===== config.mk =====
export PLATFORM = sky130hd
export DESIGN_NAME = dither_pwm
export DESIGN_NICKNAME = d
export VERILOG_FILES = /design/src/rtl/dither_pwm_pkg.sv /design/src/rtl/dither_pwm_ctrl.sv /design/src/rtl/dither_pwm_dp.sv /design/src/rtl/dither_pwm.sv
export SDC_FILE = /design/constraint.sdc
export NUM_CORES = 1
export LEC_CHECK = 0
export CAP_MARGIN = 5
export CORE_UTILIZATION = 32
export DETAILED_ROUTE_END_ITERATION = 8
export DONT_BUFFER_PORTS = 1
export PLACE_DENSITY_LB_ADDON = 0.2
export SLEW_MARGIN = 15
export SYNTH_ARGS = -nofsm -noshare
export SYNTH_HDL_FRONTEND = slang
export SYNTH_SLANG_ARGS = --single-unit

===== constraint.sdc =====
create_clock -name clk -period 3.3 [get_ports clk]
set_clock_uncertainty 0.15 [all_clocks]
set_input_delay 0.495 -clock clk [delete_from_list [all_inputs] [get_ports clk]]
set_output_delay 0.495 -clock clk [all_outputs]
set_load 0.02 [all_outputs]

===== src/rtl/dither_pwm_pkg.sv =====
package dither_pwm_pkg;
  // Strobes from control to datapath
  typedef struct packed {
    logic periodEnd;  // last cycle of a switching period
    logic loadDuty;   // sample command, advance accumulator, load compare
  } pwmStrobe_t;
endpackage


===== src/rtl/dither_pwm_ctrl.sv =====
module dither_pwm_ctrl
  import dither_pwm_pkg::*;
#(
  parameter int PERIOD = 10,
  parameter int CNT_W  = $clog2(PERIOD + 1)
) (
  input  logic             clk,
  input  logic             rst,
  output logic [CNT_W-1:0] cnt,
  output pwmStrobe_t       strobes
);
  localparam logic [CNT_W-1:0] LAST_CNT = CNT_W'(PERIOD - 1);

  logic atLast;
  assign atLast = (cnt == LAST_CNT);

  always_ff @(posedge clk) begin
    if (rst) cnt <= '0;
    else if (atLast) cnt <= '0;
    else cnt <= cnt + 1'b1;
  end

  always_comb begin
    strobes.periodEnd = atLast && !rst;
    strobes.loadDuty  = atLast && !rst;
  end


  strobe_wrap_chk: assert property (@(posedge clk) disable iff (rst)
    strobes.periodEnd |=> (cnt == '0));


  strobe_single_chk: assert property (@(posedge clk) disable iff (rst)
    strobes.periodEnd |=> !strobes.periodEnd);
endmodule


===== src/rtl/dither_pwm_dp.sv =====
module dither_pwm_dp
  import dither_pwm_pkg::*;
#(
  parameter int PERIOD = 10,
  parameter int FRAC_W = 8,
  parameter int CNT_W  = $clog2(PERIOD + 1)
) (
  input  logic                    clk,
  input  logic                    rst,
  input  logic [CNT_W+FRAC_W-1:0] dutyCmd,
  input  logic [CNT_W-1:0]        cnt,
  input  pwmStrobe_t              strobes,
  output logic                    pwmOut
);
  localparam logic [CNT_W:0]   FULL_W = (CNT_W + 1)'(PERIOD);
  localparam logic [CNT_W-1:0] FULL_C = CNT_W'(PERIOD);

  logic [CNT_W-1:0]  intPart;
  logic [FRAC_W-1:0] fracPart;
  logic [FRAC_W-1:0] accReg;
  logic [FRAC_W:0]   accSum;
  logic [CNT_W:0]    wantCnt;
  logic [CNT_W-1:0]  cmpNext;
  logic [CNT_W-1:0]  cmpReg;

  assign intPart  = dutyCmd[CNT_W+FRAC_W-1:FRAC_W];
  assign fracPart = dutyCmd[FRAC_W-1:0];

  always_comb begin
    accSum  = {1'b0, accReg} + {1'b0, fracPart};
    wantCnt = {1'b0, intPart} + {{CNT_W{1'b0}}, accSum[FRAC_W]};
    cmpNext = (wantCnt > FULL_W) ? FULL_C : wantCnt[CNT_W-1:0];
  end

  always_ff @(posedge clk) begin
    if (rst) begin
      accReg <= '0;
      cmpReg <= '0;
    end else if (strobes.loadDuty) begin
      accReg <= accSum[FRAC_W-1:0];
      cmpReg <= cmpNext;
    end
  end

  assign pwmOut = (cnt < cmpReg);


  cmp_sat_chk: assert property (@(posedge clk) disable iff (rst)
    cmpReg <= FULL_C);


  cmp_hold_chk: assert property (@(posedge clk) disable iff (rst)
    !strobes.loadDuty |=> $stable(cmpReg));


  cmp_neighbour_chk: assert property (@(posedge clk) disable iff (rst)
    strobes.loadDuty |=>
      (({1'b0, cmpReg} == (({1'b0, $past(intPart)} > FULL_W) ? FULL_W : {1'b0, $past(intPart)})) ||
       ({1'b0, cmpReg} == (({1'b0, $past(intPart)} + 1'b1 > FULL_W) ? FULL_W : {1'b0, $past(intPart)} + 1'b1))));


  cmp_const_chk: assert property (@(posedge clk) disable iff (rst)
    (strobes.loadDuty && (fracPart == '0)) |=>
      ({1'b0, cmpReg} == (({1'b0, $past(intPart)} > FULL_W) ? FULL_W : {1'b0, $past(intPart)})));
endmodule


===== src/rtl/dither_pwm.sv =====
module dither_pwm
  import dither_pwm_pkg::*;
#(
  parameter int PERIOD = 10,
  parameter int FRAC_W = 8,
  localparam int CNT_W = $clog2(PERIOD + 1)
) (
  input  logic                    clk,
  input  logic                    rst,
  input  logic [CNT_W+FRAC_W-1:0] dutyCmd,
  output logic                    pwmOut,
  output logic                    periodStrobe
);
  logic [CNT_W-1:0] cnt;
  pwmStrobe_t       strobes;

  dither_pwm_ctrl #(.PERIOD(PERIOD), .CNT_W(CNT_W)) i_ctrl (
    .clk(clk), .rst(rst), .cnt(cnt), .strobes(strobes)
  );

  dither_pwm_dp #(.PERIOD(PERIOD), .FRAC_W(FRAC_W), .CNT_W(CNT_W)) i_dp (
    .clk(clk), .rst(rst), .dutyCmd(dutyCmd), .cnt(cnt),
    .strobes(strobes), .pwmOut(pwmOut)
  );

  assign periodStrobe = strobes.periodEnd;
endmodule


### After elaboration in Yosys (flattened, before gate mapping)

Cells that the tools add are included.
Widths: inputs -> output; s select.

* register bits after elaboration: 16
* logic and storage cells: 13
* input bits: 14
* output and inout bits: 2

* eq/ne operators: 1
* order comparisons: 2
* multiplexer cells: 1
* $add $sub $neg: 3
* reductions and logical operators: 3

Operators with widths (count)
* $add 8x8->9: 1
* $add 4x1->5: 1
* $gt 5x4->1 const B: 1
* $add 4x1->4 const B: 1
* $eq 4x4->1 const B: 1
* $lt 4x4->1: 1
* $mux 4: 1
* $reduce_or 2->1: 1
* $logic_and 1x1->1: 1
* $logic_not 1->1: 1

### Depth between registers and ports, before layout

Gate-level depths: netlist of run 1.

* word-level depth: 4
* mapped depth: 12
* mapped depth without buffers: 12

### Cells and area by module

Synthesis of run 1 repeated with hierarchy kept, for this count alone.

* cell total of the unflattened synthesis: 128
* area total of the unflattened synthesis: 1122.3 um^2

Modules (own cells, without submodules)
* dither_pwm_dp: instances 1, area each 929.6 um^2, sequential area each 240.2 um^2, cells an instance 107
* dither_pwm_ctrl: instances 1, area each 192.7 um^2, sequential area each 80.1 um^2, cells an instance 21

### Worst setup path before layout of run 1

Ideal clock, no wire load.

* kind: input -> register
* start point: in dutyCmd[0]
* end point: reg i_dp.cmpReg[1]
* buffers on the path: 0
* cell stages on the path: 12
* path slack: 0.138 ns
* setup time: 0.120 ns
* arrival: 2.893 ns
* cell sequence: ha_1 > fa_1 > a21o_1 > a221o_1 > o211ai_1 > nand2_1 > ha_1 > ha_1 > a21oi_1 > a21oi_1 > o22a_1 > o31a_1

* cells in the longest elaborated chain, start to end: 4

Ends and longest elaborated chain
* from (decl): RTL line dither_pwm.sv:10 `input logic [CNT_W+FRAC_W-1:0] dutyCmd,`
* $add 8x8->9 (*): RTL line dither_pwm_dp.sv:30 `accSum = {1'b0, accReg} + {1'b0, fracPart};`
* $add 4x1->5 (*): RTL line dither_pwm_dp.sv:31 `wantCnt = {1'b0, intPart} + {{CNT_W{1'b0}}, accSum[FRAC_W]};`
* $gt 5x4->1: RTL line dither_pwm_dp.sv:32 `cmpNext = (wantCnt > FULL_W) ? FULL_C : wantCnt[CNT_W-1:0];`
* $mux 4 (*): RTL line dither_pwm_dp.sv:32
* to (signal assigned): RTL line dither_pwm_dp.sv:41 `cmpReg <= cmpNext;`
* to (decl): RTL line dither_pwm_dp.sv:24 `logic [CNT_W-1:0] cmpReg;`

Mark *: on every way between the ends. The rest lies on a longest branch, timed or not.
A chain may end at the register's enable or synchronous reset.

### Worst setup path in the final report of run 1

* start point: reg i_dp.accReg[0]
* end point: reg i_dp.cmpReg[1]

* cells in the longest elaborated chain, start to end: 4

Ends and longest elaborated chain
* from (decl): RTL line dither_pwm_dp.sv:20 `logic [FRAC_W-1:0] accReg;`
* from (signal assigned): RTL line dither_pwm_dp.sv:40 `accReg <= accSum[FRAC_W-1:0];`
* $add 8x8->9 (*): RTL line dither_pwm_dp.sv:30
* $add 4x1->5 (*): RTL line dither_pwm_dp.sv:31
* $gt 5x4->1: RTL line dither_pwm_dp.sv:32
* $mux 4 (*): RTL line dither_pwm_dp.sv:32

Marked as above.

==> results of run 1 <==
[what timing repair did]
| action | 4_1_cts | 5_1_grt |
|---|---|---|
| endpoints found under the setup margin | 0 | 1 |
| resized for setup | 0 | 1 |
| endpoints found under the hold margin | 0 | 0 |
[sequential cells by signal, summed over array words and instances (netlist names)]
name,count
i_ctrl.cnt,4
i_dp.accReg,8
i_dp.cmpReg,4
[power by group]
part           total [mW]  internal, mW  leakage (nW)  switching, mW
sequential          0.201         0.197         0.129        0.00447
combinational      0.0403        0.0180         0.369         0.0223
clock               0.136        0.0673        0.0210         0.0688
total               0.377         0.282         0.520         0.0956
[area by class of cell]
cell class	instances	area [um^2]	area share [%]
inverters	5	18.8	1.53
clock buffers	4	36.3	2.97
well taps	46	57.6	4.70
repair buffers	2	15.0	1.23
flip-flops and latches	16	320	26.2
multi-input cells	102	776	63.4
[worst reg2reg max path, delay by kind of cell (launching register included)]
family,cells,cell delay (ps)
compound gates,7,1310
flops,1,320
fa+ha+maj,4,1120
simple gates,1,90
[final timing paths]
check / cells after the start / endpoint / startpoint / slack (ps)
max: 12 / i_dp.cmpReg[1]$_SDFFE_PP0P_ / i_dp.accReg[0]$_SDFFE_PP0P_ / 220
min: 1 / i_dp.accReg[1]$_SDFFE_PP0P_ / rst / 110
max reg2reg: 12 / i_dp.cmpReg[1]$_SDFFE_PP0P_ / i_dp.accReg[0]$_SDFFE_PP0P_ / 220
min reg2reg: 2 / i_dp.accReg[0]$_SDFFE_PP0P_ / i_dp.accReg[0]$_SDFFE_PP0P_ / 310
[stage by stage]
| step | hold slack [ps] | utilization [%] |
|---|---|---|
| 2_1_floorplan | 282 | - |
| 3_3_place_gp | 290 | 35.0 |
| 3_5_place_dp | 299 | 35.0 |
| 4_1_cts | 101 | 36.0 |
| 5_1_grt | 90.3 | 36.1 |
| 6_report | 113 | 36.1 |
[kinds of logic (layout without fill, tap and decap cells)]
logic type	count (synthesis)	count (layout)	synth area share [%]
compound gates	39	39	24.5
xor+xnor	4	4	3.07
fa+ha+maj	16	16	18.2
buf+inv	10	11	4.27
flops	16	16	28.0
simple gates	43	43	21.9
[Yosys cell counts (2+ instances only)]
library cell and number:
nor2_1 4, a211oi_1 2, nand3b_1 2, nor3b_1 3
and3_1 4, nor3_1 6, a21o_1 3, o211ai_1 3
ha_1 15, nand2_1 10, a21oi_1 12, o21ai_0 3
nand3_1 5, inv_1 4, xnor2_1 3, nor4b_1 2
a31oi_1 2, dfxtp_1 16, buf_2 3, a311o_1 2
[per-layer routing]
layer | wire length [um] | global-route usage (%) | part of all wire, %
met5 | 0 | 0 | 0
met4 | 28 | 4.76 | 1.1
met3 | 120 | 2.69 | 4.8
met2 | 1130 | 23.5 | 45
met1 | 1230 | 20.9 | 49
==> results.toml, run 1 <==
[sta]
worstMarginPinSlew_ps = 456
finalCritPeriodShare_pct = 93.4
grt_setup_unrepaired = "no"
max-slew-margin-rel_pct = 69.7
slew_viol_final = 0
layout_setup_ws_ps = 219
fmax_ghz = 0.325
layout_min_cycle_time_ps = 3080
final-hold-violation-count = 0
setup_viol = 0
fin_tns_setup_ps = 0

[flow_run]
maxCapViolations = 0

[worst_setup_path]
cp_data_arrival_time_ps = 3120
critPathCaptureType = "flop"
cpPeakStageDelay_ps = 370
critPathMostFrequentCell = "ha_1"
path_delay_family = "compound AO/OA/AOI/OAI gates"
cp-start-kind = "flop"
cp_slowest_cell = "fa_2"
cp_max_fo = 3
critical_path_buf_inv_count = 0
critPathRequiredTime_ps = 3340
worstPathCellList = "ha_1, fa_2, a21o_1, a221o_1, o211ai_1, nand2_1, ha_1, ha_1, a21oi_1, a21oi_1, o22a_1, o31a_1"
crit_type = "flop to flop"

[logic_synthesis]
synth.largest_area_cell = "dfxtp_1"
synth_warnings = 0
ys_top_cells_by_area = "dfxtp_1 28%, ha_1 16%, a21oi_1 5.3%, nand2_1 3.3%, nor3_1 2.6%"
async_flop_share_pct = 0
synth_top_flop_cell = "dfxtp_1"
ys_ff_latch = 16
synth.avg_cell_area_um2 = 8.92
ys_types = 44
syn_nets = 158
yosysSeqAreaShare_pct = 28.0
synthCells = 128
netlist_area_um2 = 1140
synth.top_cell.area_share_pct = 28.0
synth_edf_count = 0

[clock_tree]
cts_hold_buf = 0
tritoncts = "built"
clk_path_buf_depth = 2
cts-root-buf = "clkbuf_4"
clkTransAtPathRegs_ps = 110
htree_levels = 1
clock_latency_ps = 300
cts_sinks = 16
postCtsSetupRepairBufs = 0
cts_buffers = 3

[finish]
fillerInstances = 355
final_common_cell = "dfxtp_1"
n_antenna_cell = 0
layout-drive-gt1-share_pct = 8.53
nets = 160
layout_common_cells = "16 x dfxtp_1, 15 x ha_1, 12 x a21oi_1"
final_cells = 175
fin_area_um2 = 1220
area_growth_pct = 7.12

[placement]
dp_hpwl_um = 1780
pre_cts_ws_ps = -17.4
io_buffers = 0
placedCellCount = 171
place.gp.congestion = 0.749
dpl_cell_area_um2 = 1180

[floorplanning]
die_h_um = 61.8
num_rows = 21
io_pins = 16
start_util_pct = 33.7
die_x_um = 61.8
core_um2 = 3390
die_area_um2 = 3810

[global_routing]
grt_pass1_wl_um = 4210
antenna_found_initial = 0
grt_use_total_pct = 15.0
grt_pass1_vias = 915
gr-total-overflow = 0
grt_max_degree = 22

[detailed_routing]
viasPerCell = 5.47
wl_um = 2510
drt_iter0_drc = 27
via_count = 957
drt_pass1_iterations = 4
post-route-drc-count = 0
ant_nets = 0
wl_per_cell_um = 14.3

[power_and_ir_drop]
p_leak_nw = 0.520
peakVddDrop_mv = 0.122
totalPowerFinal_uw = 377
p_per_area_nw_per_um2 = 308

[hold_path]
hp-class = "input port to flop"

[outcome]
outcome = "completed"
No activity file was read; power rests on OpenSTA's default activity.
==> run 2: changes to the inputs <==
ABC_AREA = 1   (was unset)
CTS_CLUSTER_DIAMETER = 50   (was unset)
SYNTH_HIERARCHICAL = 1   (was unset)
==> results.toml, run 2 <==
[sta]
fmax_ghz = 0.377
final-hold-violation-count = 0
finalCritPeriodShare_pct = 80.3
setup_viol = 0
worstMarginPinSlew_ps = 628
fin_tns_setup_ps = 0
max-slew-margin-rel_pct = 58.0
layout_min_cycle_time_ps = 2650
grt_setup_unrepaired = "no"
slew_viol_final = 0

[clock_tree]
ctsResizeCount = 0
cts_sinks = 16
clkTransAtPathRegs_ps = 100
clock_latency_ps = 290
clk_path_buf_depth = 2
htree_levels = 1
cts_buffers = 3
tritoncts = "built"
postCtsSetupRepairBufs = 0
cts-root-buf = "clkbuf_4"
cts_hold_buf = 0

[detailed_routing]
wl_per_cell_um = 9.80
post-route-drc-count = 0
viasPerCell = 4.54
ant_nets = 0
drt_pass1_iterations = 4
wl_um = 2190
via_count = 1012
drt_iter0_drc = 30

[worst_setup_path]
cp_slowest_cell = "fa_1"
critPathCaptureType = "flop"
crit_type = "flop to flop"
cp-start-kind = "flop"
worstPathCellList = "ha_1, fa_1, nand3_1, nand3_1, nand2_1, nand2_1, nand2_1, nand2_1, ha_1, ha_1, xnor2_1, nand2_1, nand2_1, nand3b_1, a21oi_1"
cpPeakStageDelay_ps = 430
critPathRequiredTime_ps = 3380
critPathMostFrequentCell = "nand2_1"
cp_max_fo = 4
cp_data_arrival_time_ps = 2730

[outcome]
outcome = "completed"

[logic_synthesis]
synth_warnings = 6
synth.top_cell.area_share_pct = 27.3
async_flop_share_pct = 0
ys_top_cells_by_area = "dfxtp_1 27%, ha_1 16%, nand2_1 15%, inv_1 8.3%, nor2_1 7.0%"
netlist_area_um2 = 1170
synth_common_cells = "47 x nand2_1, 26 x inv_1, 22 x nor2_1"
synth_top_flop_cell = "dfxtp_1"
synthCells = 176
synth.largest_area_cell = "dfxtp_1"
syn_nets = 206
yosysSeqAreaShare_pct = 27.3
yosysMostFrequentCell = "nand2_1"
ys_types = 22
ys_ff_latch = 16
synth.avg_cell_area_um2 = 6.68
synth_edf_count = 0

[floorplanning]
io_pins = 16
start_util_pct = 34.4
die_x_um = 62.6
die_h_um = 62.6
core_um2 = 3420
die_area_um2 = 3920
num_rows = 21

[finish]
largest_register_ff_count = 8
area_growth_pct = 5.75
final_common_cell = "nand2_1"
final_util_pct = 36.4
largest_register = "i_dp/accReg"
fillerInstances = 384
nets = 208
layout_common_cells = "47 x nand2_1, 26 x inv_1, 22 x nor2_1"
top_regs = "i_dp/accReg x8, i_ctrl/cnt x4, i_dp/cmpReg x4"
regArea_um2 = 320
n_antenna_cell = 0
layout-drive-gt1-share_pct = 5.65
multi_input_area_um2 = 716

[power_and_ir_drop]
p_per_area_nw_per_um2 = 298
peakVddDrop_mv = 0.199
p_leak_nw = 0.629

[placement]
io_buffers = 0
dp_hpwl_um = 1770
place.gp.congestion = 0.810

[global_routing]
grt_use_total_pct = 12.8
gr-total-overflow = 0
grt_pass1_wl_um = 4040
grt_pass1_vias = 977
grt_max_degree = 15
antenna_found_initial = 0

[flow_run]
maxCapViolations = 0

[hold_path]
hp-class = "input port to flop"
## run 2: where the power goes
group / switching [mW] / internal [mW]
Sequential: 0.00451 / 0.196
Clock: 0.0668 / 0.0672
Combinational: 0.0207 / 0.0149
## run 2: path summary, 6_finish.rpt
path / slack (ps) / endpoint / cells past startpoint / start
max: 650 / i_dp/cmpReg[0]$_SDFFE_PP0P_ / 15 / i_dp/accReg[0]$_SDFFE_PP0P_
min: 100 / i_dp/cmpReg[2]$_SDFFE_PP0P_ / 1 / rst
max reg2reg: 650 / i_dp/cmpReg[0]$_SDFFE_PP0P_ / 15 / i_dp/accReg[0]$_SDFFE_PP0P_
min reg2reg: 320 / i_dp/cmpReg[2]$_SDFFE_PP0P_ / 2 / i_dp/cmpReg[2]$_SDFFE_PP0P_
## run 2: area by class of cell
cell class,instances,area share [%]
Inverter,28,8.46
Timing Repair Buffer,1,0.604
Tap cell,46,4.63
Multi-Input combinational cell,128,57.6
Clock buffer,4,2.92
Sequential cell,16,25.8
## run 2: metrics by stage
stage,total power [mW],cell area (um^2),instances,hold slack [ps],setup WS (ps)
after CTS,0.380,1240,223,94.2,639
final,0.370,1240,223,104,649
after global placement,0.240,1210,219,300,541
after floorplan,0.237,1170,176,289,668
after detailed placement,0.241,1210,219,307,454
after global routing,0.394,1240,223,75.4,455
## run 2: critical path: cells and delay by family, from the launching register on
family	cells	cell delay (ps)
fa+ha+maj	4	1040
simple gates	9	720
flops	1	330
xor+xnor	1	220
compound gates	1	130
## run 2: cells by family (layout without fill, tap and decap cells)
group	after synthesis	after routing	synth area share, %
AND/OR/NAND/NOR	96	96	35.0
buffers and inverters	32	33	11.8
adder cells (fa/ha/maj)	16	16	17.7
flip-flops	16	16	27.3
XOR/XNOR	3	3	2.24
AO/OA/AOI/OAI	13	13	5.96
## run 2: routing by layer
metal	share of wire (%)	track usage [%]	vias to the layer above
met5	0	0	-
met4	0.59	2.62	0
met3	5.2	4.56	2
met2	45	22.4	15
met1	49	14.7	437
li1	-	-	558
